File: config.mk
export PLATFORM = sky130hd
export DESIGN_NAME = seg_addr_gen
export DESIGN_NICKNAME = d
export VERILOG_FILES = /design/src/rtl/seg_addr_gen.sv
export SDC_FILE = /design/constraint.sdc
export NUM_CORES = 1
export LEC_CHECK = 0
export BUFFER_PORTS_ARGS = -buffer_cell sky130_fd_sc_hd__buf_2
export CORE_MARGIN = 3
export CORE_UTILIZATION = 35
export CTS_BUF_LIST = sky130_fd_sc_hd__clkbuf_16
export CTS_CLUSTER_SIZE = 10
export DETAILED_ROUTE_END_ITERATION = 7
export GPL_ROUTABILITY_DRIVEN = 0
export PLACE_DENSITY = 0.76
export RECOVER_POWER = 25
export SLEW_MARGIN = 20
export SYNTH_ARGS = -nofsm -noshare
export SYNTH_HDL_FRONTEND = slang
export SYNTH_SLANG_ARGS = --single-unit
File: constraint.sdc
create_clock -name clk -period 9.8 [get_ports clk]
set_input_delay 0.98 -clock clk [delete_from_list [all_inputs] [get_ports clk]]
set_output_delay 0.98 -clock clk [all_outputs]
set_load 0.01 [all_outputs]
File: src/rtl/seg_addr_gen.sv
module seg_addr_gen (
  input  logic        clk,
  input  logic        rst_n,
  input  logic [2:0]  ref_kind,
  input  logic [15:0] seg_es,
  input  logic [15:0] seg_cs,
  input  logic [15:0] seg_ss,
  input  logic [15:0] seg_ds,
  input  logic [15:0] offset,
  input  logic        pfx_valid,
  input  logic [1:0]  pfx_seg,
  input  logic        insn_end,
  output logic [19:0] phys_addr,
  output logic [1:0]  seg_used
);
  localparam logic [1:0] SEG_E = 2'b00, SEG_C = 2'b01, SEG_S = 2'b10, SEG_D = 2'b11;

  logic       ovr_on;
  logic [1:0] ovr_seg;
  logic [15:0] base;

  always_ff @(posedge clk) begin
    if (!rst_n) begin
      ovr_on  <= 1'b0;
      ovr_seg <= SEG_D;
    end else if (pfx_valid) begin
      ovr_on  <= 1'b1;
      ovr_seg <= pfx_seg;
    end else if (insn_end) begin
      ovr_on  <= 1'b0;
    end
  end

  always_comb begin
    case (ref_kind)
      3'd0:    seg_used = SEG_C;
      3'd1:    seg_used = SEG_S;
      3'd4:    seg_used = SEG_E;
      3'd5:    seg_used = ovr_on ? ovr_seg : SEG_S;
      default: seg_used = ovr_on ? ovr_seg : SEG_D;
    endcase
  end

  always_comb begin
    case (seg_used)
      SEG_E:   base = seg_es;
      SEG_C:   base = seg_cs;
      SEG_S:   base = seg_ss;
      default: base = seg_ds;
    endcase
  end

  assign phys_addr = {base, 4'b0000} + {4'b0000, offset};

  assert_low_nibble_R1: assert property (@(posedge clk) disable iff (!rst_n)
    phys_addr[3:0] == offset[3:0]);
  assert_fetch_code_R2: assert property (@(posedge clk) disable iff (!rst_n)
    ref_kind == 3'd0 |-> seg_used == 2'b01);
  assert_stack_ss_R3: assert property (@(posedge clk) disable iff (!rst_n)
    ref_kind == 3'd1 |-> seg_used == 2'b10);
  assert_pfx_taken_R4: assert property (@(posedge clk) disable iff (!rst_n)
    pfx_valid |=> (ref_kind != 3'd2 || seg_used == $past(pfx_seg)));
  assert_dst_extra_R6: assert property (@(posedge clk) disable iff (!rst_n)
    ref_kind == 3'd4 |-> seg_used == 2'b00);
  assert_ovr_cleared_R8: assert property (@(posedge clk) disable iff (!rst_n)
    (insn_end && !pfx_valid) |=> (ref_kind != 3'd5 || seg_used == 2'b10));
endmodule

; ---- Yosys cells after proc, flatten, opt, wreduce, memory -nomap -nowiden
; Index checks and enable logic that the tools add are counted.
[word_totals]
out_inout_bits = 22
input_bits = 89
reg_bits = 3
elab_cells = 17
[op_classes]
n_addsub = 1
muxes = 6
n_eq_ne = 5
n_reduce_logical = 3
[op_table]
columns = operator, n
row1 = case mux 16 bit (3 select lines), 1
row2 = adder 20 x 16 -> 20 bit, 1
row3 = case mux 2 bit (4 select lines), 1
row4 = "equality test 3 bit, second input constant", 2
row5 = two-way mux 2 bit, 2
row6 = "equality test 3 x 1 -> 1 bit, second input constant", 1
row7 = zero test 3 bit, 1
row8 = "equality test 2 x 1 -> 1 bit, second input constant", 1
row9 = "equality test 2 bit, second input constant", 1
row10 = zero test 2 bit, 1
row11 = two-way mux 1 bit, 2
row12 = nonzero test 2 bit, 1

; ---- Depth between registers and ports, before layout
[logic_depth]
word_depth = 5
depth_mapped = 15
depth_no_buf = 14

; ---- Worst setup path after synthesis
; No wires, ideal clock.
[synth_path]
path_kind = in2out
startpoint = input port ref_kind[1]
endpoint = output port phys_addr[18]
arrival_ps = 3697
t_required_ps = 8820
path_stages = 15
slack_ps = 5123
cell_sequence = nor2_2 -> o32ai_4 -> inv_1 -> buf_2 -> and2_0 -> a211oi_1 -> a31oi_1 -> ha_1 -> fa_1 -> a211oi_1 -> nor2_1 -> o211ai_1 -> a31o_2 -> nand3b_1 -> xnor2_1
[synth_between]
elab_chain_cells = 5
elab_cells_between_ends = 10
cone_classes = 1 x add/sub / 5 x eq/ne / 2 x mux / 2 x reduce/logical
[synth_lines]
columns = item, line_no
row1 = "start, declared", 4  ; input logic [2:0] ref_kind,
row2 = "equality test 3 bit, or another cell as far along", 35  ; case (ref_kind)
row3 = case mux 2 bit (4 select lines) *, 35
row4 = "equality test 2 bit, or another cell as far along", 45  ; case (seg_used)
row5 = case mux 16 bit (3 select lines) *, 45
row6 = adder 20 x 16 -> 20 bit *, 53  ; assign phys_addr = {base, 4'b0000} + {4'b0000, offset};
row7 = "end, declared", 13  ; output logic [19:0] phys_addr,
; Mark *: on every way between the ends. The rest lies on a longest branch, timed or not.

; ---- Worst setup path after layout
; Ends and elaborated chain as after synthesis.

==> impl_metrics.ini <==
[detailed_routing]
viasPerCell = 5.064
route.vias.total = 1575
met1_length_um = 1583
dr.max_layer_used = met4
met2WireLength_um = 1873
post-route-drc-count = 0
ant_nets = 0
first_pass_iters = 4
first_iter_violations = 43
drt_wl_total_um = 3857
met3_length_um = 337
wl_per_cell_um = 12.40

[critical_path]
critPathLaunchType = input port
timing.rr.start = ovr_on
r2r-end = ovr_on
worstRegToRegCells = 3
crit_type = in2out
setup.worst_path.start = ref_kind[1]
reg2reg_slack_ns = 9.01
crit_arrival_ns = 4.66
cp.required_ns = 8.82
end_kind = output pin
critPathMaxFanout = 33

[placed_design]
hpwl_um = 3300
placedCellCount = 307
io_buffers = 102

[sta]
slew_viol_final = 0
hold_viol = 0
fmax_ghz = 0.1773
slew_headroom = 0.2931
clock_skew_ns = 0
grt_setup_unrepaired = false
tightest_slew_ns = 1.058
fin_crit_sh = 0.5755
tns_ns = 0
period_minus_slack_ns = 5.640
setup_viol = 0

[clock_network]
cts-htree-levels = 1
cts_buffers = 3
post_cts_buffers = 0
ctsResizeCount = 0
clk_latency_ns = 0.23
ctsLongestPathBuffers = 2
clkSinkCount = 3
cts_root_buffer = clkbuf_16
cts_tree = done
clk_pin_slew_worst_paths_ns = 0.03
cts_hold_buf = 0

[synthesis]
synth_largest_area_cell = ha_1
ys.flop_type = dfxtp_1
synth_common_cells = 32 x nand2_1, 17 x a211oi_1, 15 x a31oi_1
synth_cells = 172
synth-edff-count = 0
synth_top_area_frac = 0.1220
synth.most_common_cell = nand2_1
synthesis.area_um2 = 1231
async_reset_ff_frac = 0
yosysSeqAreaShare = 0.04878
synth-seq-cells = 3
ys_warn_count = 0
synth_cell_types = 35
synth_area_leaders = ha_1 12%, a211oi_1 10%, nand2_1 9.8%
syn_avg_cell_area_um2 = 7.158
syn_nets = 274

[grt]
grt_max_degree = 34
grt_pass1_vias = 1474
grt_pass1_wl_um = 6120
grt-ovfl-total = 0
antenna_found_initial = 0
track_usage = 0.1803

[finish]
syn2layout_area_growth_pct = 46.95
regArea_um2 = 60.06
drive_gt1_frac = 0.4120
multi_input_area_um2 = 1091
fin_cells = 311
final_nets = 370
diodes = 0
n_fill_cell = 350

[die]
core_area_um2 = 3203
fp-row-count = 20
ioPinCount = 111
die_area_um2 = 4265
initial_core_util = 0.3844
die-width_um = 65.31
fp.dieH_um = 65.31

[outcome]
status = finished clean

[min_path]
min_path_cells = 2
hp-class = reg2reg
min_to = ovr_seg[0]
hp-start = ovr_seg[0]

[run]
maxCapViolCount = 0

[power]
peakVddDrop_v = 0.00007279
leakagePower_nw = 0.8998
p_per_area_nw_per_um2 = 123.1
-- worst max-delay path by stage --
stage	endpoint	slack (ns)	depth (start not counted)
6_report	phys_addr[18]	4.16	17
5_1_grt	phys_addr[18]	3.78	17
4_1_cts	phys_addr[18]	4.16	17
3_5_place_dp	phys_addr[18]	4.17	17
3_3_place_gp	phys_addr[18]	4.32	17
2_1_floorplan	phys_addr[18]	5.12	15
-- kinds of logic (layout without fill, tap and decap cells) --
family / count (synthesis) / count (layout) / share of synthesized area
AOI/OAI and AO/OA: 55 / 55 / 0.3161
DFF: 3 / 3 / 0.04878
muxes: 11 / 11 / 0.1026
buffers and inverters: 14 / 109 / 0.06504
xor gates and xnor gates: 13 / 13 / 0.09248
adders and majority gates: 13 / 13 / 0.1382
and+or+nand+nor: 63 / 63 / 0.2368
-- layout by cell type, fill, tap and decap left out, drive strengths merged, types with 2 or more instances in the layout --
master / count
a211oi: 17
o21ai: 7
xnor2: 9
o21a: 2
xor2: 4
clkbuf: 4
a31oi: 15
or3: 2
a21oi: 4
inv: 3
mux2i: 11
and2: 14
nor3: 2
dfxtp: 3
a21o: 4
nand2: 32
nor2: 9
buf: 102
ha: 12
o211ai: 3
-- cell type report --
cell class / count / area share
Clock buffer: 3 / 0.04149
Multi-Input combinational cell: 155 / 0.6030
Tap cell: 44 / 0.03043
Clock inverter: 1 / 0.002075
Timing Repair Buffer: 103 / 0.2856
Inverter: 2 / 0.004149
Sequential cell: 3 / 0.03319
-- critical path, cell delays in order --
cell and delay, ns:
buf_2 0.14, nor2_2 0.07, o32ai_4 0.20, buf_4 0.38
inv_1 0.40, and2_0 0.29, a211oi_1 0.21, a31oi_1 0.07
ha_1 0.28, fa_1 0.43, a211oi_1 0.24, nor2_1 0.12
o211ai_1 0.23, a31o_2 0.20, nand3b_1 0.12, xnor2_1 0.13
buf_2 0.15
-- routing by layer --
metal	vias to the layer above	track usage
met5	-	0
met4	0	0.05959
met3	8	0.04786
met2	69	0.3249
met1	673	0.2035
li1	825	-
-- sequential cells by signal, indices dropped and copies added, names as in the netlist --
signal,flops
ovr_on,1
ovr_seg,2
-- stage by stage --
| stage | utilization | worst slack (ns) | hold WS [ns] | power (mW) | area, um^2 |
|---|---|---|---|---|---|
| 6_report | 0.5648 | 4.160 | 0.5058 | 0.2227 | 1809 |
| 5_1_grt | 0.5648 | 3.779 | 0.5145 | 0.2428 | 1809 |
| 4_1_cts | 0.5652 | 4.158 | 0.4995 | 0.2260 | 1810 |
| 3_5_place_dp | 0.5406 | 4.174 | 0.4861 | 0.1594 | 1732 |
| 3_3_place_gp | 0.5406 | 4.322 | 0.4968 | 0.1585 | 1732 |
| 2_1_floorplan | - | 5.123 | 0.4570 | 0.1099 | 1231 |
-- power breakdown --
| part | switching [mW] | internal, mW |
|---|---|---|
| combinational | 0.0757 | 0.0685 |
| clock | 0.0121 | 0.0527 |
| sequential | 0.000686 | 0.0131 |
| total | 0.0884 | 0.134 |
Note: power is estimated with default switching activity, not from simulation.
